**src/rtl/dbg_pkg.sv**
```systemverilog
package dbg_pkg;
  localparam int unsigned DW = 32;

  localparam logic [7:0] OFS_CTL = 8'hF0;
  localparam logic [7:0] OFS_SEL = 8'hF4;
  localparam logic [7:0] OFS_DAT = 8'hF8;
  localparam logic [7:0] OFS_MON = 8'hFC;

  localparam logic [15:0] WR_KEY = 16'hA05F;

  localparam int unsigned CTL_W   = 6;
  localparam int unsigned B_EN    = 0;
  localparam int unsigned B_HALT  = 1;
  localparam int unsigned B_STEP  = 2;
  localparam int unsigned B_MASK  = 3;
  localparam int unsigned B_STALL = 5;
  localparam int unsigned B_STAT  = 17;

  localparam logic [CTL_W-1:0] CTL_WMASK =
    CTL_W'((1 << B_EN) | (1 << B_HALT) | (1 << B_STEP) | (1 << B_MASK) | (1 << B_STALL));

  localparam int unsigned MON_CLR_LO = 16;
  localparam int unsigned MON_CLR_HI = 19;

  typedef enum logic [2:0] {
    RS_NONE = 3'd0,
    RS_CTL  = 3'd1,
    RS_SEL  = 3'd2,
    RS_DAT  = 3'd3,
    RS_MON  = 3'd4
  } reg_sel_e;
endpackage

```
**src/rtl/dbg_addr_dec.sv**
```systemverilog
module dbg_addr_dec
  import dbg_pkg::*;
#(
  parameter int unsigned AW = 8
) (
  input  logic [AW-1:0] addr,
  output reg_sel_e      sel
);
  always_comb begin
    if (addr == AW'(OFS_CTL))      sel = RS_CTL;
    else if (addr == AW'(OFS_SEL)) sel = RS_SEL;
    else if (addr == AW'(OFS_DAT)) sel = RS_DAT;
    else if (addr == AW'(OFS_MON)) sel = RS_MON;
    else                           sel = RS_NONE;
  end
endmodule

```
**src/rtl/dbg_ctl_reg.sv**
```systemverilog
module dbg_ctl_reg
  import dbg_pkg::*;
(
  input  logic             clk,
  input  logic             por_n,
  input  logic             sys_rst_n,
  input  logic             vec_rst,
  input  logic             wr,
  input  logic [15:0]      key,
  input  logic [CTL_W-1:0] wbits,
  input  logic             hw_set_halt,
  output logic [CTL_W-1:0] ctl_q
);
  logic [CTL_W-1:0] ctl_d;
  logic             key_ok;
  logic             part_rst;
  logic             ctl_ce;

  assign key_ok   = (key == WR_KEY);
  assign part_rst = !sys_rst_n || vec_rst;
  assign ctl_ce   = (wr && key_ok) || hw_set_halt || part_rst;

  always_comb begin
    ctl_d = ctl_q;
    if (wr && key_ok) ctl_d = wbits & CTL_WMASK;
    if (hw_set_halt)  ctl_d[B_HALT] = 1'b1;
    if (part_rst)     ctl_d[B_HALT] = 1'b0;
  end

  always_ff @(posedge clk or negedge por_n) begin
    if (!por_n)      ctl_q <= '0;
    else if (ctl_ce) ctl_q <= ctl_d;
  end
endmodule

```
**src/rtl/dbg_step_seq.sv**
```systemverilog
module dbg_step_seq (
  input  logic clk,
  input  logic por_n,
  input  logic en,
  input  logic halt,
  input  logic step,
  input  logic core_halted,
  input  logic instr_retired,
  output logic halt_req,
  output logic step_ok,
  output logic hw_set_halt,
  output logic status
);
  logic stat_q;
  logic stat_d;

  assign halt_req    = en && halt;
  assign step_ok     = en && step && !halt;
  assign hw_set_halt = step_ok && instr_retired;

  assign stat_d = core_halted && en;

  always_ff @(posedge clk or negedge por_n) begin
    if (!por_n) stat_q <= 1'b0;
    else        stat_q <= stat_d;
  end

  assign status = stat_q && core_halted && en;
endmodule

```
**src/rtl/dbg_aux_regs.sv**
```systemverilog
module dbg_aux_regs
  import dbg_pkg::*;
#(
  parameter int unsigned SEL_W = 7
) (
  input  logic             clk,
  input  logic             por_n,
  input  logic             sys_rst_n,
  input  logic             vec_rst,
  input  logic             wr_sel,
  input  logic             wr_dat,
  input  logic             wr_mon,
  input  logic [DW-1:0]    wdata,
  output logic [SEL_W-1:0] sel_q,
  output logic [DW-1:0]    dat_q,
  output logic [DW-1:0]    mon_q
);
  logic [DW-1:0] mon_d;
  logic          part_rst;
  logic          mon_ce;

  assign part_rst = !sys_rst_n || vec_rst;
  assign mon_ce   = wr_mon || part_rst;

  always_comb begin
    mon_d = mon_q;
    if (wr_mon)   mon_d = wdata;
    if (part_rst) mon_d[MON_CLR_HI:MON_CLR_LO] = '0;
  end

  always_ff @(posedge clk or negedge por_n) begin
    if (!por_n)      sel_q <= '0;
    else if (wr_sel) sel_q <= wdata[SEL_W-1:0];
  end

  always_ff @(posedge clk or negedge por_n) begin
    if (!por_n)      dat_q <= '0;
    else if (wr_dat) dat_q <= wdata;
  end

  always_ff @(posedge clk or negedge por_n) begin
    if (!por_n)      mon_q <= '0;
    else if (mon_ce) mon_q <= mon_d;
  end
endmodule

```
**src/rtl/dbg_halt_ctrl.sv**
```systemverilog
module dbg_halt_ctrl
  import dbg_pkg::*;
#(
  parameter int unsigned AW    = 8,
  parameter int unsigned SEL_W = 7
) (
  input  logic             clk,
  input  logic             por_n,
  input  logic             sys_rst_n,
  input  logic             vec_rst,
  input  logic [AW-1:0]    addr,
  input  logic [31:0]      wdata,
  input  logic             wen,
  output logic [31:0]      rdata,
  output logic             ready,
  output logic             halt_req,
  output logic             step_ok,
  output logic [SEL_W-1:0] xfer_sel,
  input  logic             core_halted,
  input  logic             instr_retired
);
  localparam int unsigned CTL_PAD_HI = B_STAT - CTL_W;
  localparam int unsigned CTL_PAD_LO = DW - B_STAT - 1;

  reg_sel_e         sel;
  logic [CTL_W-1:0] ctl_q;
  logic             hw_set_halt;
  logic             status;
  logic [DW-1:0]    dat_q;
  logic [DW-1:0]    mon_q;
  logic             ready_q;

  dbg_addr_dec #(.AW(AW)) u_dec (
    .addr (addr),
    .sel  (sel)
  );

  dbg_ctl_reg u_ctl (
    .clk         (clk),
    .por_n       (por_n),
    .sys_rst_n   (sys_rst_n),
    .vec_rst     (vec_rst),
    .wr          (wen && (sel == RS_CTL)),
    .key         (wdata[31:16]),
    .wbits       (wdata[CTL_W-1:0]),
    .hw_set_halt (hw_set_halt),
    .ctl_q       (ctl_q)
  );

  dbg_step_seq u_seq (
    .clk           (clk),
    .por_n         (por_n),
    .en            (ctl_q[B_EN]),
    .halt          (ctl_q[B_HALT]),
    .step          (ctl_q[B_STEP]),
    .core_halted   (core_halted),
    .instr_retired (instr_retired),
    .halt_req      (halt_req),
    .step_ok       (step_ok),
    .hw_set_halt   (hw_set_halt),
    .status        (status)
  );

  dbg_aux_regs #(.SEL_W(SEL_W)) u_aux (
    .clk       (clk),
    .por_n     (por_n),
    .sys_rst_n (sys_rst_n),
    .vec_rst   (vec_rst),
    .wr_sel    (wen && (sel == RS_SEL)),
    .wr_dat    (wen && (sel == RS_DAT)),
    .wr_mon    (wen && (sel == RS_MON)),
    .wdata     (wdata),
    .sel_q     (xfer_sel),
    .dat_q     (dat_q),
    .mon_q     (mon_q)
  );

  always_ff @(posedge clk or negedge por_n) begin
    if (!por_n) ready_q <= 1'b0;
    else        ready_q <= 1'b1;
  end
  assign ready = ready_q;

  always_comb begin
    unique case (sel)
      RS_CTL:  rdata = {{CTL_PAD_LO{1'b0}}, status, {CTL_PAD_HI{1'b0}}, ctl_q};
      RS_DAT:  rdata = dat_q;
      RS_MON:  rdata = mon_q;
      default: rdata = '0;
    endcase
  end
endmodule

```
**config.mk**
```make
export PLATFORM = sky130hd
export DESIGN_NAME = dbg_halt_ctrl
export DESIGN_NICKNAME = d
export VERILOG_FILES = /design/src/rtl/dbg_pkg.sv /design/src/rtl/dbg_addr_dec.sv /design/src/rtl/dbg_ctl_reg.sv /design/src/rtl/dbg_step_seq.sv /design/src/rtl/dbg_aux_regs.sv /design/src/rtl/dbg_halt_ctrl.sv
export SDC_FILE = /design/constraint.sdc
export NUM_CORES = 1
export LEC_CHECK = 0
export ABC_AREA = 1
export CORE_ASPECT_RATIO = 0.8
export CORE_UTILIZATION = 53
export CTS_CLUSTER_DIAMETER = 30
export CTS_CLUSTER_SIZE = 40
export DETAILED_ROUTE_END_ITERATION = 10
export GPL_TIMING_DRIVEN = 0
export PLACE_DENSITY = 0.85
export SYNTH_ARGS = -nofsm -noshare
export SYNTH_HDL_FRONTEND = slang
export SYNTH_SLANG_ARGS = --single-unit
```
**constraint.sdc**
```tcl
create_clock -name clk -period 3.1 [get_ports clk]
set_clock_uncertainty 0.05 [all_clocks]
set_input_delay 0.62 -clock clk [delete_from_list [all_inputs] [get_ports clk]]
set_output_delay 0.62 -clock clk [all_outputs]
set_load 0.05 [all_outputs]
```
After elaboration in Yosys (flattened, before gate mapping)
Cells that the tools add are included.
{"block": "totals", "reg_bits": 78, "out_inout_bits": 42, "word_cells": 51}
{"block": "op_classes", "eq_ne": 9, "muxes": 10, "reduce_logical": 24}
{"operator": "32-bit case mux with 3 select lines", "count": 1}
{"operator": "8-bit == test, second input constant", "count": 4}
{"operator": "20-bit two-way mux", "count": 1}
{"operator": "16-bit == test, second input constant", "count": 1}
{"operator": "1-bit logical AND", "count": 12}
{"operator": "3-bit two-way mux", "count": 4}
{"operator": "2-bit AND reduction", "count": 4}
{"operator": "3-bit by 2-bit == test with 1-bit output, second input constant", "count": 2}
{"operator": "1-bit logical OR", "count": 4}
{"operator": "4-bit two-way mux", "count": 1}
{"operator": "3-bit by 1-bit == test with 1-bit output, second input constant", "count": 1}
{"operator": "3-bit == test, second input constant", "count": 1}
{"operator": "3-bit nonzero test", "count": 1}
{"operator": "1-bit zero test", "count": 2}
{"operator": "1-bit two-way mux", "count": 2}
{"operator": "2-bit two-way mux", "count": 1}
{"operator": "2-bit nonzero test", "count": 1}

Longest topological paths before layout
Gate-level depths: netlist (run 1).
{"block": "depth", "depth_word": 11, "mapped_depth": 9, "mapped_depth_nobuf": 9}

Hierarchy
A second synthesis (run 1) with hierarchy kept.
{"block": "hier_totals", "hier_cells": 507, "hier_area_um2": 4005.1}
{"module": "dbg_aux_regs", "n_inst": 1, "cells_per_inst": 302, "area_each_um2": 2765.2}
{"module": "dbg_halt_ctrl", "n_inst": 1, "cells_per_inst": 130, "area_each_um2": 753.2}
{"module": "dbg_ctl_reg", "n_inst": 1, "cells_per_inst": 53, "area_each_um2": 366.6}
{"module": "dbg_step_seq", "n_inst": 1, "cells_per_inst": 12, "area_each_um2": 77.6}
{"module": "dbg_addr_dec", "n_inst": 1, "cells_per_inst": 10, "area_each_um2": 42.5}

Least setup slack after synthesis (run 1)
OpenSTA, ideal clock, no wires.
{"block": "synth_timing", "path_type": "input to output", "startpoint": "input addr[0]", "endpoint": "output rdata[10]", "arrival_time_ns": 2.395, "path_slack_ns": 0.035, "stages": 6, "cell_sequence": "inv_1 nand2_1 nor2_1 nand3_1 clkbuf_1 o21ai_0"}
{"block": "synth_between", "elab_chain_cells": 7}
{"item": "start, declared", "line": "dbg_halt_ctrl.sv:11", "text": "input logic [AW-1:0] addr,"}
{"item": "8-bit == test", "line": "dbg_addr_dec.sv:13", "text": "else if (addr == AW'(OFS_MON)) sel = RS_MON;"}
{"item": "3-bit two-way mux", "line": "dbg_addr_dec.sv:13"}
{"item": "3-bit two-way mux", "line": "dbg_addr_dec.sv:12", "text": "else if (addr == AW'(OFS_DAT)) sel = RS_DAT;"}
{"item": "3-bit two-way mux", "line": "dbg_addr_dec.sv:11", "text": "else if (addr == AW'(OFS_SEL)) sel = RS_SEL;"}
{"item": "3-bit two-way mux *", "line": "dbg_addr_dec.sv:10", "text": "if (addr == AW'(OFS_CTL)) sel = RS_CTL;"}
{"item": "3-bit == test (tied with other cells)", "line": "dbg_halt_ctrl.sv:85", "text": "unique case (sel)"}
{"item": "32-bit case mux with 3 select lines *", "line": "dbg_halt_ctrl.sv:85"}
{"item": "end, declared", "line": "dbg_halt_ctrl.sv:14", "text": "output logic [31:0] rdata,"}
Mark *: on every way between the ends. The rest lies on a longest branch, timed or not.

Final worst setup path (run 1)
{"block": "layout_timing", "startpoint": "input addr[4]", "endpoint": "output rdata[5]"}
The elaborated chain is that of the path after synthesis.

==> impl_metrics.prom, run 1 <==
# TYPE chip_impl_metric gauge
chip_impl_metric{name="buffer_ports.inserted",unit=""} 87
chip_impl_metric{name="core.rowCount",unit=""} 26
chip_impl_info{name="cts.root.buffer_cell",value="sky130_fd_sc_hd__clkbuf_8"} 1
chip_impl_metric{name="critical_path.n_buffers_inverters",unit=""} 4
chip_impl_metric{name="dr_total_vias",unit=""} 3593
chip_impl_metric{name="worst_max_slew_pin_slew",unit="ps"} 772.3
chip_impl_metric{name="grt_antenna_before_repair",unit=""} 0
chip_impl_metric{name="timing.hold.ws",unit="ps"} 130.5
chip_impl_metric{name="synth-edff-count",unit=""} 0
chip_impl_metric{name="timing.fmax",unit="MHz"} 327.5
chip_impl_metric{name="synth-warning-count",unit=""} 0
chip_impl_metric{name="finalWirelength",unit="mm"} 10.29
chip_impl_info{name="synthTopCellsByArea",value="sky130_fd_sc_hd__dfrtp_1 (54%), sky130_fd_sc_hd__nand2_1 (16%), sky130_fd_sc_hd__o21ai_0 (11%)"} 1
chip_impl_metric{name="postSynthNetCount",unit=""} 503
chip_impl_metric{name="flops_latches_synth",unit=""} 78
chip_impl_metric{name="total_power",unit="mW"} 2.040
chip_impl_metric{name="area_growth_syn_to_layout",unit="%"} 32.58
chip_impl_info{name="regToRegStartpoint",value="u_ctl.ctl_q[0]"} 1
chip_impl_metric{name="cellLeakagePower",unit="nW"} 2.433
chip_impl_metric{name="gpl.final_weighted_congestion",unit=""} 0.8109
chip_impl_metric{name="diodes_inserted",unit=""} 0
chip_impl_metric{name="clk_pin_slew",unit="ps"} 70
chip_impl_metric{name="fillerInstances",unit=""} 501
chip_impl_metric{name="path_max_fanout",unit=""} 10
chip_impl_metric{name="synthesis.area",unit="mm2"} 0.003606
chip_impl_metric{name="cts_num_sinks",unit=""} 78
chip_impl_metric{name="power-per-cell-area",unit="mW/mm2"} 426.6
chip_impl_metric{name="netlist_instances",unit=""} 456
chip_impl_metric{name="grt.total_usage",unit="%"} 30.62
chip_impl_info{name="worst_setup_path_end_kind",value="output port"} 1
chip_impl_metric{name="worst_ep_arrival_time",unit="ps"} 2380
chip_impl_info{name="status",value="finished clean"} 1
chip_impl_metric{name="grt.overflow.total",unit=""} 0
chip_impl_metric{name="sequential_cell_area",unit="mm2"} 0.001952
chip_impl_metric{name="cts_buffer_depth",unit=""} 2
chip_impl_metric{name="cts_max_level",unit=""} 3
chip_impl_metric{name="die_area",unit="mm2"} 0.007140
chip_impl_info{name="hold_path.class",value="in2async"} 1
chip_impl_metric{name="dr.first_iter.drc_count",unit=""} 332
chip_impl_metric{name="max_cap_violations",unit=""} 0
chip_impl_info{name="worstSetupPathType",value="in2out"} 1
chip_impl_metric{name="via_count_of_the_first_global_routing_pass",unit=""} 3388
chip_impl_metric{name="multiInputGateArea",unit="mm2"} 0.001369
chip_impl_metric{name="grt_start_max_net_pins",unit=""} 50
chip_impl_metric{name="cpPeakStageDelay",unit="ps"} 470
chip_impl_info{name="ys_top_cells_by_count",value="sky130_fd_sc_hd__nand2_1 (158), sky130_fd_sc_hd__dfrtp_1 (78), sky130_fd_sc_hd__o21ai_0 (77), sky130_fd_sc_hd__inv_1 (57), sky130_fd_sc_hd__nand3_1 (34)"} 1
chip_impl_metric{name="ant_nets",unit=""} 0
chip_impl_metric{name="hpwlAfterDp",unit="mm"} 6.982
chip_impl_metric{name="wl_per_cell",unit="um"} 15.85
chip_impl_info{name="cp_common_cell",value="sky130_fd_sc_hd__buf_6"} 1
chip_impl_metric{name="final-setup-viol-count",unit=""} 0
chip_impl_info{name="cell_family_with_most_cp_delay",value="buffers and inverters"} 1
chip_impl_metric{name="ys_async_sr_fraction",unit="%"} 100.0
chip_impl_metric{name="layout_worst_path_cycle_share",unit="%"} 98.49
chip_impl_metric{name="power.ir.vdd_worst",unit="V"} 0.0003195
chip_impl_info{name="synth_ff_type",value="sky130_fd_sc_hd__dfrtp_1"} 1
chip_impl_metric{name="initial_core_util",unit="%"} 55.70
chip_impl_info{name="tritoncts",value="built"} 1
chip_impl_metric{name="post-route-min-period",unit="ps"} 3053
chip_impl_metric{name="ys_types",unit=""} 19
chip_impl_metric{name="final-max-slew-violation-count",unit=""} 0
chip_impl_info{name="post-synth-top-area-cell",value="sky130_fd_sc_hd__dfrtp_1"} 1
chip_impl_metric{name="y_dimension_of_the_die",unit="um"} 75.78
chip_impl_info{name="worst_setup_path_start_kind",value="primary input"} 1
chip_impl_metric{name="routed_via_density",unit=""} 5.536
chip_impl_metric{name="synth_largest_type_area_fraction",unit="%"} 54.13
chip_impl_metric{name="final_net_count",unit=""} 609
chip_impl_metric{name="floorplan_die_width",unit="um"} 94.22
chip_impl_metric{name="drive_gt1_share",unit="%"} 14.69
chip_impl_metric{name="area_of_the_core_region",unit="mm2"} 0.006474
chip_impl_metric{name="critPathRequiredTime",unit="ps"} 2430
chip_impl_info{name="cp_cell_sequence",value="clkdlybuf4s50_1, nand2_1, nor2_4, nor3b_4, buf_6, buf_6, nand2_1, nand3_1, buf_6"} 1
chip_impl_info{name="worst_setup_path_startpoint",value="addr[4]"} 1
chip_impl_metric{name="drc",unit=""} 0
chip_impl_metric{name="yosysSeqAreaShare",unit="%"} 54.13
chip_impl_metric{name="syn_avg_cell_area",unit="um2"} 7.908
chip_impl_metric{name="clkLatencyLatePin",unit="ps"} 360
chip_impl_metric{name="num_io_pins",unit=""} 89
chip_impl_metric{name="drt_pre_antenna_iters",unit=""} 6
chip_impl_info{name="synth_most_common_cell",value="sky130_fd_sc_hd__nand2_1"} 1
chip_impl_metric{name="numCtsBuffers",unit=""} 9
chip_impl_metric{name="finalHoldViolations",unit=""} 0
chip_impl_metric{name="worst_slew_margin_rel",unit="%"} 48.32
chip_impl_info{name="crit_path_top_delay_cell",value="sky130_fd_sc_hd__clkdlybuf4s50_1"} 1
chip_impl_metric{name="grt_first_pass_wirelength",unit="mm"} 16.14
==> cell families (layout without fill, tap and decap cells) <==
family	after synthesis	count (layout)	synth area share, %
flip-flops	78	78	54.13
buffers and inverters	78	187	8.883
AND/OR/NAND/NOR	215	215	24.57
AO/OA/AOI/OAI	84	84	12.32
other	1	1	0.1040
==> worst reg2reg max path, cell delays in order (launching register included) <==
cell,delay (ps)
sky130_fd_sc_hd__dfrtp_1,420
sky130_fd_sc_hd__inv_1,80
sky130_fd_sc_hd__nor3_1,230
sky130_fd_sc_hd__nand2_1,110
sky130_fd_sc_hd__nand4_1,110
sky130_fd_sc_hd__nand2_1,60
==> sequential cells by signal, summed over array words and instances, names as in the netlist <==
name and count:
u_aux.dat_q 32, u_aux.mon_q 32, u_aux.sel_q 7, u_ctl.ctl_q 5, ready 1, u_seq.stat_q 1
==> per-stage QoR <==
step	cells	TNS [ps]	setup slack (ps)	cell area, um2	util [%]
after global placement	627	-118580	-1274	4582	70.78
after CTS	646	-0.1636	-0.1636	4768	73.66
final	649	0	46.91	4781	73.85
after floorplan	456	0	34.65	3606	-
after global routing	649	-25.94	-11.69	4781	73.85
after detailed placement	628	-21860	-829.5	4607	71.16
==> area by class of cell <==
| cell class | count | area share [%] |
|---|---|---|
| Timing Repair Buffer | 95 | 17.35 |
| Tap cell | 84 | 2.198 |
| Inverter | 57 | 4.475 |
| Clock buffer | 9 | 2.591 |
| Multi-Input combinational cell | 300 | 28.63 |
| Clock inverter | 5 | 1.099 |
| Buffer | 21 | 2.826 |
| Sequential cell | 78 | 40.83 |
==> placed cells by master (no fill, tap or decap), types with 2 or more instances in the layout <==
| master | Yosys | final |
|---|---|---|
| sky130_fd_sc_hd__nand3_1 | 34 | 32 |
| sky130_fd_sc_hd__o21ai_0 | 77 | 76 |
| sky130_fd_sc_hd__inv_1 | 57 | 57 |
| sky130_fd_sc_hd__o211ai_1 | 2 | 2 |
| sky130_fd_sc_hd__buf_4 | 2 | 18 |
| sky130_fd_sc_hd__nor2_1 | 14 | 12 |
| sky130_fd_sc_hd__clkinv_2 | 0 | 3 |
| sky130_fd_sc_hd__clkbuf_8 | 0 | 9 |
| sky130_fd_sc_hd__nor3_1 | 3 | 3 |
| sky130_fd_sc_hd__buf_2 | 10 | 26 |
| sky130_fd_sc_hd__o21ai_2 | 4 | 4 |
| sky130_fd_sc_hd__nand2_1 | 158 | 157 |
| sky130_fd_sc_hd__clkbuf_4 | 0 | 5 |
| sky130_fd_sc_hd__clkdlybuf4s50_1 | 0 | 53 |
| sky130_fd_sc_hd__nand4_1 | 3 | 3 |
| sky130_fd_sc_hd__clkbuf_1 | 8 | 5 |
| sky130_fd_sc_hd__dfrtp_1 | 78 | 78 |
| sky130_fd_sc_hd__buf_6 | 1 | 5 |
| sky130_fd_sc_hd__nor2_4 | 1 | 3 |
==> power by group <==
group | total [mW] | internal, mW | switching [mW]
Combinational | 0.219 | 0.0930 | 0.126
Clock | 0.730 | 0.358 | 0.371
Sequential | 1.09 | 1.07 | 0.0222
==> layer usage <==
layer / vias to the layer above / part of all wire, % / GRT usage [%]
li1: 1642 / - / -
met5: - / 0 / 0
met2: 219 / 46 / 49.36
met3: 39 / 10 / 8.683
met1: 1693 / 41 / 40.48
met4: 0 / 2.6 / 10.09
==> final timing paths <==
check	endpoint	slack [ps]	depth (start not counted)
setup / recovery	rdata[5]	50	9
hold / removal	u_aux.mon_q[14]	130	1
setup reg to reg	u_ctl.ctl_q[1]	1950	5
hold reg to reg	u_aux.dat_q[31]	420	2
max in group asynchronous	u_aux.dat_q[29]	2290	2
min in group clk	u_aux.dat_q[31]	420	2
==> timing repair <==
| item | CTS | global route |
|---|---|---|
| buffers inserted | 3 | 3 |
| hold buffers | 0 | 0 |
| gates cloned | 1 | 0 |
| pin swaps | 2 | 1 |
| gates resized for setup | 187 | 43 |
| setup endpoints to repair | 32 | 32 |
Note: power is estimated with default switching activity, not from simulation.
==> inputs of run 2 (changes only) <==
--- a/config.mk
+++ b/config.mk
@@ -7,12 +7,11 @@
 export LEC_CHECK = 0
 export ABC_AREA = 1
 export CORE_ASPECT_RATIO = 0.8
-export CORE_UTILIZATION = 53
+export CORE_UTILIZATION = 45
 export CTS_CLUSTER_DIAMETER = 30
-export CTS_CLUSTER_SIZE = 40
 export DETAILED_ROUTE_END_ITERATION = 10
 export GPL_TIMING_DRIVEN = 0
-export PLACE_DENSITY = 0.85
+export PLACE_DENSITY = 0.77
 export SYNTH_ARGS = -nofsm -noshare
 export SYNTH_HDL_FRONTEND = slang
 export SYNTH_SLANG_ARGS = --single-unit
==> constraint.sdc (replaced) <==
create_clock -name clk -period 2.51 [get_ports clk]
set_clock_uncertainty 0.05 [all_clocks]
set_input_delay 0.502 -clock clk [delete_from_list [all_inputs] [get_ports clk]]
set_output_delay 0.502 -clock clk [all_outputs]
set_load 0.05 [all_outputs]
==> impl_metrics.prom, run 2 (same netlist as run 1, synthesis figures left out) <==
# TYPE chip_impl_metric gauge
chip_impl_metric{name="worst_slew_margin_rel",unit="%"} 52.06
chip_impl_metric{name="routed_via_density",unit=""} 5.121
chip_impl_metric{name="num_io_pins",unit=""} 89
chip_impl_metric{name="combinational_share_of_power",unit="%"} 11.1
chip_impl_info{name="status",value="finished clean"} 1
chip_impl_metric{name="grt_antenna_before_repair",unit=""} 0
chip_impl_info{name="worst_setup_path_end_kind",value="output port"} 1
chip_impl_info{name="crit_path_top_delay_cell",value="sky130_fd_sc_hd__dlygate4sd2_1"} 1
chip_impl_metric{name="drc",unit=""} 0
chip_impl_metric{name="grt_first_pass_wirelength",unit="mm"} 16.44
chip_impl_metric{name="area_of_the_core_region",unit="mm2"} 0.007567
chip_impl_metric{name="cts_num_sinks",unit=""} 78
chip_impl_metric{name="initial_core_util",unit="%"} 47.65
chip_impl_metric{name="p_seq_share",unit="%"} 54.9
chip_impl_info{name="cp_cell_sequence",value="dlygate4sd2_1, inv_2, nand2_2, nor3b_4, buf_6, buf_8, nand2_1, o21ai_1, buf_4"} 1
chip_impl_metric{name="path_max_fanout",unit=""} 5
chip_impl_metric{name="layout_worst_path_cycle_share",unit="%"} 97.49
chip_impl_metric{name="cellLeakagePower",unit="nW"} 2.541
chip_impl_metric{name="worst_ep_arrival_time",unit="ps"} 1900
chip_impl_metric{name="gpl.final_weighted_congestion",unit=""} 0.8075
chip_impl_metric{name="area_growth_syn_to_layout",unit="%"} 40.04
chip_impl_metric{name="int_power",unit="mW"} 1.812
chip_impl_metric{name="floorplan_die_width",unit="um"} 102.1
chip_impl_metric{name="y_dimension_of_the_die",unit="um"} 82.07
chip_impl_metric{name="wl_per_cell",unit="um"} 15.07
chip_impl_metric{name="grt_use_met2",unit="%"} 42.01
chip_impl_metric{name="buffer_ports.inserted",unit=""} 87
chip_impl_metric{name="grt.total_usage",unit="%"} 26.40
chip_impl_metric{name="ant_nets",unit=""} 0
chip_impl_metric{name="diodes_inserted",unit=""} 0
chip_impl_metric{name="clkLatencyLatePin",unit="ps"} 350
chip_impl_metric{name="switchingPower",unit="uW"} 637.3
chip_impl_metric{name="numCtsBuffers",unit=""} 9
chip_impl_metric{name="power.ir.vdd_worst",unit="V"} 0.0003122
chip_impl_metric{name="power-per-cell-area",unit="mW/mm2"} 485.1
chip_impl_info{name="layout.cells.most_common",value="sky130_fd_sc_hd__nand2_1"} 1
chip_impl_info{name="gr-max-usage-layer",value="met2"} 1
chip_impl_metric{name="via_count_of_the_first_global_routing_pass",unit=""} 3384
chip_impl_metric{name="finalHoldViolations",unit=""} 0
chip_impl_metric{name="cpPeakStageDelay",unit="ps"} 300
chip_impl_metric{name="grt_util_met1",unit="%"} 35.82
chip_impl_metric{name="final_net_count",unit=""} 614
chip_impl_metric{name="final-setup-viol-count",unit=""} 0
chip_impl_info{name="worst_setup_path_start_kind",value="primary input"} 1
chip_impl_info{name="cell_family_with_most_cp_delay",value="buffers and inverters"} 1
chip_impl_metric{name="critPathRequiredTime",unit="ps"} 1960
chip_impl_metric{name="timing.setup.tns",unit="ps"} 0
chip_impl_info{name="mostFrequentLayoutCells",value="sky130_fd_sc_hd__nand2_1 (153), sky130_fd_sc_hd__dfrtp_1 (78), sky130_fd_sc_hd__o21ai_0 (63)"} 1
chip_impl_metric{name="gr-usage-met3",unit="%"} 6.298
chip_impl_info{name="grt_setup_unrepaired",value="false"} 1
chip_impl_metric{name="critical_path.n_buffers_inverters",unit=""} 5
chip_impl_metric{name="max_cap_violations",unit=""} 0
chip_impl_info{name="tritoncts",value="built"} 1
chip_impl_metric{name="clk_pin_slew",unit="ps"} 70
chip_impl_metric{name="dr_total_vias",unit=""} 3462
chip_impl_metric{name="final-max-slew-violation-count",unit=""} 0
chip_impl_metric{name="clock_power_share",unit="%"} 34.0
chip_impl_info{name="worstSetupPathType",value="in2out"} 1
chip_impl_metric{name="finalWirelength",unit="mm"} 10.19
chip_impl_metric{name="cts_buffer_depth",unit=""} 2
chip_impl_metric{name="stdcell_count",unit=""} 676
chip_impl_metric{name="hpwlAfterDp",unit="mm"} 6.856
chip_impl_metric{name="worst_max_slew_pin_slew",unit="ps"} 716.5
chip_impl_metric{name="dp_cells",unit=""} 649
chip_impl_metric{name="dr.first_iter.drc_count",unit=""} 233
chip_impl_metric{name="grt.overflow.total",unit=""} 0
chip_impl_info{name="hold_path.class",value="reg2reg"} 1
chip_impl_metric{name="cts_max_level",unit=""} 3
chip_impl_info{name="cts.root.buffer_cell",value="sky130_fd_sc_hd__clkbuf_8"} 1
chip_impl_metric{name="timing.fmax",unit="MHz"} 408.6
chip_impl_metric{name="drt_pre_antenna_iters",unit=""} 6
chip_impl_metric{name="core.rowCount",unit=""} 28
chip_impl_metric{name="fillerInstances",unit=""} 635
chip_impl_metric{name="die_area",unit="mm2"} 0.008377
chip_impl_metric{name="p_sw_share",unit="%"} 26.02
chip_impl_metric{name="drive_gt1_share",unit="%"} 17.86
chip_impl_info{name="largestRegisters",value="u_aux.dat_q (32), u_aux.mon_q (32), u_aux.sel_q (7)"} 1
chip_impl_metric{name="post-route-min-period",unit="ps"} 2447
chip_impl_metric{name="grt_start_max_net_pins",unit=""} 61
## run 2: changes by cell type in the layout (fill, tap and decap cells not counted), moves of 7 or more
cell,previous run,this run
sky130_fd_sc_hd__buf_2,26,7
sky130_fd_sc_hd__buf_4,18,26
sky130_fd_sc_hd__buf_6,5,18
sky130_fd_sc_hd__clkdlybuf4s50_1,53,45
sky130_fd_sc_hd__dlygate4sd2_1,1,8
sky130_fd_sc_hd__o21ai_0,76,63
sky130_fd_sc_hd__o21ai_2,4,11
## run 2: metrics by stage
step	power, mW	utilization (%)	setup slack, ps	cell area [um2]	hold WS [ps]
floorplan	1.476	-	-319.3	3606	156.4
global placement	1.618	60.90	-1792	4608	403.3
detailed placement	1.631	61.23	-1132	4633	356.3
CTS	2.458	66.60	10.45	5040	428.9
global route	2.546	66.73	10.48	5050	450.3
finish	2.450	66.73	62.89	5050	427.9
## run 2: power groups by stage
stage          logic (mW)  registers, mW  clock network [mW]
2_1_floorplan      0.0901           1.39                   0
3_3_place_gp        0.250           1.37                   0
3_5_place_dp        0.261           1.37                   0
4_1_cts             0.272           1.35               0.840
5_1_grt             0.302           1.35               0.891
6_report            0.273           1.35               0.832
## run 2: tightest hold or removal path: cells and delay by family (launching register included)
kind	cells	cell delay, ps
DFF	1	350
and+or+nand+nor	2	100
## run 2: final timing paths
| kind | start | end | slack, ps | cells after the start |
|---|---|---|---|---|
| worst max-delay path | addr[2] | rdata[18] | 60 | 9 |
| worst min-delay path | u_aux.dat_q[7] | u_aux.dat_q[7] | 430 | 2 |
| worst max register to register | u_ctl.ctl_q[1] | u_ctl.ctl_q[1] | 1390 | 4 |
| worst min register to register | u_aux.dat_q[7] | u_aux.dat_q[7] | 430 | 2 |
| max in group asynchronous | por_n | u_ctl.ctl_q[3] | 1310 | 3 |
| min in group asynchronous | por_n | u_aux.mon_q[14] | 520 | 2 |
## run 2: layout make-up
type	count	area [um2]	area share, %
sequential	78	1952	38.65
inverter	57	214.0	4.237
timing repair buffer	100	994.7	19.70
multi-input combinational	300	1411	27.95
tap	105	131.4	2.602
clock buffer	11	141.4	2.800
clock inverter	4	23.77	0.4708
buffer	21	181.4	3.593
## run 2: repair_timing
action | 4_1_cts | 5_1_grt
endpoints found under the hold margin | 18 | 0
setup buffers | 8 | 0
gates cloned | 3 | 0
endpoints found under the setup margin | 32 | 28
pin swaps | 7 | 1
hold buffers | 1 | 0
resized for setup | 300 | 4
## run 2: per-layer routing
metal  wire length [um]  vias up
li1                   -     1663
met3                731       26
met2               4742      142
met4                227        0
met1               4487     1631
met5                  0        -
